[src/rtl/tws_pkg.sv]
package tws_pkg;

    // Byte-level phase of the serial controller.
    typedef enum logic [1:0] {
        ST_CMD = 2'd0,   // collecting a command byte
        ST_RD  = 2'd1,   // turnaround and read-data byte
        ST_WR  = 2'd2    // write-data byte
    } tws_state_e;

    // Fixed part of a command byte: ignored bit plus three flags.
    localparam int CTRL_BITS = 4;

endpackage

[src/rtl/tws_rx.sv]
module tws_rx
    import tws_pkg::*;
#(
    parameter int ADDR_W = 4,
    localparam int FL    = CTRL_BITS + ADDR_W,
    localparam int CW    = $clog2(FL)
) (
    input  logic          sclk,
    input  logic          ce,
    input  logic          sio_in,
    output logic [CW-1:0] bit_cnt,
    output logic          last_bit,
    output logic [FL-2:0] word
);

    localparam logic [CW-1:0] LAST = CW'(FL - 1);

    logic [FL-3:0] shreg;

    // Falling-edge sampler: bit position in the byte and the bits seen so far.
    always_ff @(negedge sclk or negedge ce) begin
        if (!ce) begin
            bit_cnt <= '0;
            shreg   <= '0;
        end else begin
            bit_cnt <= (bit_cnt == LAST) ? '0 : bit_cnt + 1'b1;
            shreg   <= {shreg[FL-4:0], sio_in};
        end
    end

    // The byte as it stands including the bit on the line at this edge,
    // minus its ignored first bit.
    assign word     = {shreg, sio_in};
    assign last_bit = (bit_cnt == LAST);

endmodule

[src/rtl/tws_ctrl.sv]
module tws_ctrl
    import tws_pkg::*;
#(
    parameter int ADDR_W = 4,
    parameter int DATA_W = 4,
    localparam int FL    = CTRL_BITS + ADDR_W
) (
    input  logic              sclk,
    input  logic              ce,
    input  logic              last_bit,
    input  logic [FL-2:0]     word,
    output logic              in_read,
    output logic [ADDR_W-1:0] addr,
    output logic              we,
    output logic [DATA_W-1:0] wdata
);

    tws_state_e        state_q, state_d;
    logic              f_rw, f_ad, f_dt;
    logic              is_rd, is_wr;
    logic              ld_addr, fire_we;
    logic [ADDR_W-1:0] addr_q;

    always_comb begin
        f_rw    = word[FL-2];
        f_ad    = word[FL-3];
        f_dt    = word[FL-4];
        is_rd   = f_rw && f_ad && !f_dt;
        is_wr   = f_dt && !f_rw && !f_ad;
        ld_addr = 1'b0;
        fire_we = 1'b0;
        state_d = state_q;
        unique case (state_q)
            ST_CMD: if (last_bit) begin
                ld_addr = f_ad && !f_dt;
                if (is_rd)      state_d = ST_RD;
                else if (is_wr) state_d = ST_WR;
                else            state_d = ST_CMD;
            end
            ST_RD: if (last_bit) state_d = ST_CMD;
            ST_WR: if (last_bit) begin
                fire_we = 1'b1;
                state_d = ST_CMD;
            end
            default: state_d = ST_CMD;
        endcase
    end

    // State register: chip enable low forces a fresh command byte.
    always_ff @(negedge sclk or negedge ce) begin
        if (!ce) state_q <= ST_CMD;
        else     state_q <= state_d;
    end

    // Registered outputs of the state machine.
    always_ff @(negedge sclk or negedge ce) begin
        if (!ce) begin
            we    <= 1'b0;
            wdata <= '0;
        end else begin
            we <= fire_we;
            if (fire_we) wdata <= word[DATA_W-1:0];
        end
    end

    // Address register survives chip enable going low.
    always_ff @(negedge sclk) begin
        if (ld_addr) addr_q <= word[ADDR_W-1:0];
    end

    assign addr    = addr_q;
    assign in_read = (state_q == ST_RD);

endmodule

[src/rtl/tws_tx.sv]
module tws_tx
    import tws_pkg::*;
#(
    parameter int ADDR_W = 4,
    parameter int DATA_W = 4,
    localparam int FL    = CTRL_BITS + ADDR_W,
    localparam int CW    = $clog2(FL)
) (
    input  logic              sclk,
    input  logic              ce,
    input  logic              in_read,
    input  logic [CW-1:0]     bit_cnt,
    input  logic [DATA_W-1:0] rdata,
    output logic              sio_out,
    output logic              sio_oe
);

    // bit_cnt at a rising edge equals that clock's number minus one.
    localparam logic [CW-1:0] LOAD_AT = CW'(FL - DATA_W);

    logic [DATA_W-1:0] tx_sh;

    always_ff @(posedge sclk or negedge ce) begin
        if (!ce) begin
            sio_oe  <= 1'b0;
            sio_out <= 1'b0;
            tx_sh   <= '0;
        end else begin
            sio_oe <= in_read && (bit_cnt != '0);
            if (in_read && bit_cnt == LOAD_AT) begin
                sio_out <= rdata[DATA_W-1];
                tx_sh   <= rdata << 1;
            end else if (in_read && bit_cnt > LOAD_AT) begin
                sio_out <= tx_sh[DATA_W-1];
                tx_sh   <= tx_sh << 1;
            end else begin
                sio_out <= 1'b0;
            end
        end
    end

endmodule

[src/rtl/three_wire_slave.sv]
module three_wire_slave
    import tws_pkg::*;
#(
    parameter int ADDR_W = 4,
    parameter int DATA_W = 4
) (
    input  logic              ce,
    input  logic              sclk,
    input  logic              sio_in,
    output logic              sio_out,
    output logic              sio_oe,
    output logic [ADDR_W-1:0] reg_addr,
    output logic [DATA_W-1:0] reg_wdata,
    output logic              reg_we,
    input  logic [DATA_W-1:0] reg_rdata
);

    localparam int FL = CTRL_BITS + ADDR_W;
    localparam int CW = $clog2(FL);

    logic [CW-1:0] bit_cnt;
    logic          last_bit;
    logic [FL-2:0] word;
    logic          in_read;

    tws_rx #(.ADDR_W(ADDR_W)) u_rx (
        .sclk     (sclk),
        .ce       (ce),
        .sio_in   (sio_in),
        .bit_cnt  (bit_cnt),
        .last_bit (last_bit),
        .word     (word)
    );

    tws_ctrl #(.ADDR_W(ADDR_W), .DATA_W(DATA_W)) u_ctrl (
        .sclk     (sclk),
        .ce       (ce),
        .last_bit (last_bit),
        .word     (word),
        .in_read  (in_read),
        .addr     (reg_addr),
        .we       (reg_we),
        .wdata    (reg_wdata)
    );

    tws_tx #(.ADDR_W(ADDR_W), .DATA_W(DATA_W)) u_tx (
        .sclk     (sclk),
        .ce       (ce),
        .in_read  (in_read),
        .bit_cnt  (bit_cnt),
        .rdata    (reg_rdata),
        .sio_out  (sio_out),
        .sio_oe   (sio_oe)
    );

endmodule

[config.mk]
export PLATFORM = sky130hd
export DESIGN_NAME = three_wire_slave
export DESIGN_NICKNAME = d
export VERILOG_FILES = /design/src/rtl/tws_pkg.sv /design/src/rtl/tws_rx.sv /design/src/rtl/tws_ctrl.sv /design/src/rtl/tws_tx.sv /design/src/rtl/three_wire_slave.sv
export SDC_FILE = /design/constraint.sdc
export NUM_CORES = 1
export LEC_CHECK = 0
export BUFFER_PORTS_ARGS = -buffer_cell sky130_fd_sc_hd__buf_2
export CAP_MARGIN = 25
export CORE_MARGIN = 2
export CORE_UTILIZATION = 50
export DETAILED_ROUTE_END_ITERATION = 16
export GPL_ROUTABILITY_DRIVEN = 0
export GPL_TIMING_DRIVEN = 0
export PLACE_DENSITY = 0.77
export SYNTH_ARGS = -nofsm -noshare
export SYNTH_HDL_FRONTEND = slang
export SYNTH_HIERARCHICAL = 1
export SYNTH_SLANG_ARGS = --single-unit
[constraint.sdc]
create_clock -name sclk -period 2.2 [get_ports sclk]
set_input_delay 0.44 -clock sclk [delete_from_list [all_inputs] [get_ports sclk]]
set_output_delay 0.44 -clock sclk [all_outputs]
set_load 0.01 [all_outputs]
==> reports/results.ini <==
[detailed_routing]
drc=0
initialDrtViolationCount=4
routed_wl_um=1850
dr.pass1.iters=4
viasPerCell=4.95
vias=629
antenna_left=0
wl_per_cell_um=14.6

[setup_path]
critPathMaxStageDelay_ns=0.36
start_kind=register
worstPathCellList=buf_2
worst-path-max-fanout=1
r2r_slack_ns=-0.03
crit_required_ns=1.76
end_kind=primary output
crit_family=flip-flops
criticalPathCategory=register to primary output
reg2reg_to=u_tx/tx_sh[1]
worst-r2r-cell-count=4
crit_buf_inv=1
arrival_ns=2.00
reg2reg_from=u_ctrl/state_q[1]
critPathSlowestCell=edfxtp_1

[place]
io_buffers=17
pre_cts_ws_ns=-0.0312
dpl.hpwl_um=1050
placed_area_um2=1100

[pwr]
pwr_density_cell_nw_per_um2=900
p_leak_uw=0.000661
power_uw=1170
peakVddDrop_uv=518

[outcome]
status=complete, but fails checks
violations=negative setup slack

[timing]
slew_violations=0
timing.final.ws_setup_ns=-0.237
slew_headroom=0.704
hold_viol_final=0
skew_ns=0.0791
rsz0062_at_grt=true
finalSetupTns_ns=-1.93
worst_pin_slew_ns=0.443
finalSetupViolations=11

[global_route]
grt_pass1_wl_um=2620
antenna_found_initial=0
track_usage=0.173
grt_max_degree=22
grt_pass1_vias=585
grt-ovfl-total=0

[floorplanning]
rows=15
core_um2=1760
ios=18
die_area_um2=2300
dieWidth_um=47.9
start_util=0.547
die_h_um=47.9

[synthesis]
ys_types=22
synth.yosys.seq_area_share=0.669
syn_avg_cell_area_um2=15.6
yosysWarnings=6
ys_ff_latch=25
synth_nets=74
netlist_instances=62
synth_area_um2=965

[cts]
cts_sinks=25
cts_root_buffer=clkbuf_4
cts_tree=built
clkTransAtPathRegs_ns=0.15
htreeDepth=1
worstSkewPairLatency_ns=0.38
cts_buffer_depth=2
cts_buffers=3
hold_buffers=0

[final_layout]
area_growth_pct=34.6
fin_nets=115
antenna_cells=0
regArea_um2=646
nFillCells=120
postLayoutCellArea_um2=1300
multi_input_area_um2=335
drive_above_1_share=0.490

[hold_path]
hold_class=input port to asynchronous set/reset pin

[job]
cap_violations=0

-- what timing repair did --
| item | 4_1_cts | 5_1_grt |
|---|---|---|
| setup endpoints to repair | 12 | 12 |
| setup buffers | 12 | 4 |
| pin swaps | 0 | 3 |
| resized for setup | 0 | 6 |
-- synthesized netlist by cell type, drive strengths merged --
cell type,instances,area share
o21ai,3,0.016
a21oi,3,0.016
buf,1,0.0078
o31a,1,0.010
mux2i,2,0.021
dfrtp,5,0.13
and4b,1,0.010
mux2,5,0.074
inv,4,0.016
dfrtn,16,0.42
ha,5,0.065
or3b,3,0.027
nand4bb,1,0.012
a41oi,2,0.018
nor3b,1,0.0078
edfxtp,4,0.12
nand4b,1,0.0091
nor2,1,0.0039
nand2,2,0.010
o21bai,1,0.0078
-- metal layers --
| metal | wire (µm) | vias up | global-route usage |
|---|---|---|---|
| met1 | 774 | 311 | 0.225 |
| met2 | 1020 | 10 | 0.277 |
| met3 | 34 | 2 | 0.0453 |
| met4 | 19 | 0 | 0.0649 |
| li1 | - | 306 | - |
| met5 | 0 | - | 0 |
-- worst max-delay path by stage --
stage,slack [ns],cells after the start,from,end
global route,-0.29,1,u_ctrl/addr[1],reg_addr[1]
CTS,-0.25,1,u_ctrl/addr[1],reg_addr[1]
floorplan,0.001,4,u_ctrl/state_q[1],u_tx/tx_sh[1]
global placement,-0.03,4,u_ctrl/state_q[1],u_tx/tx_sh[1]
finish,-0.24,1,u_ctrl/addr[1],reg_addr[1]
detailed placement,-0.03,4,u_ctrl/state_q[1],u_tx/tx_sh[1]
-- cell type report --
class                           instances  area share
Clock inverter                          5      0.0183
Multi-Input combinational cell         32       0.258
Timing Repair Buffer                   33       0.171
Buffer                                  1     0.00578
Sequential cell                        25       0.497
Tap cell                               25      0.0241
Clock buffer                            3      0.0173
Inverter                                3     0.00867
-- placed cells by master (no fill, tap or decap), types with 2 or more instances in the layout --
cell and count:
buf_4 16, dfrtn_1 16, buf_2 15, inv_1 6
mux2_4 5, dfrtp_1 5, ha_1 4, edfxtp_1 4
clkbuf_4 3, buf_6 3, or3b_1 3, o21ai_0 3
a21oi_1 3, mux2i_1 2, a41oi_2 2
-- power breakdown --
part / internal, µW / switching [µW] / total (µW)
Combinational: 208 / 130 / 338
Sequential: 546 / 45.5 / 592
Clock: 81.2 / 157 / 238
-- registers in the layout (all words and copies together), names as in the netlist --
| name | count |
|---|---|
| u_ctrl/state_q | 2 |
| u_ctrl/addr | 4 |
| u_ctrl/wdata | 4 |
| u_rx/shreg | 6 |
| u_tx/sio_oe | 1 |
| u_tx/sio_out | 1 |
| u_tx/tx_sh | 3 |
| u_ctrl/we | 1 |
| u_rx/bit_cnt | 3 |
-- cells by family after synthesis --
logic type      Yosys count  share of synthesized area
flops                    25                      0.669
compound gates           10                     0.0674
simple gates             10                     0.0804
mux                       7                     0.0947
buf+inv                   5                     0.0233
fa+ha+maj                 5                     0.0649
-- metrics by stage --
step | hold WS [ns] | cells | utilization
2_1_floorplan | 0.144 | 62 | -
3_3_place_gp | 0.347 | 104 | 0.623
3_5_place_dp | 0.351 | 104 | 0.623
4_1_cts | 0.0433 | 123 | 0.699
5_1_grt | 0.0542 | 127 | 0.736
6_report | 0.0296 | 127 | 0.736
No activity file was read; power rests on OpenSTA's default activity.
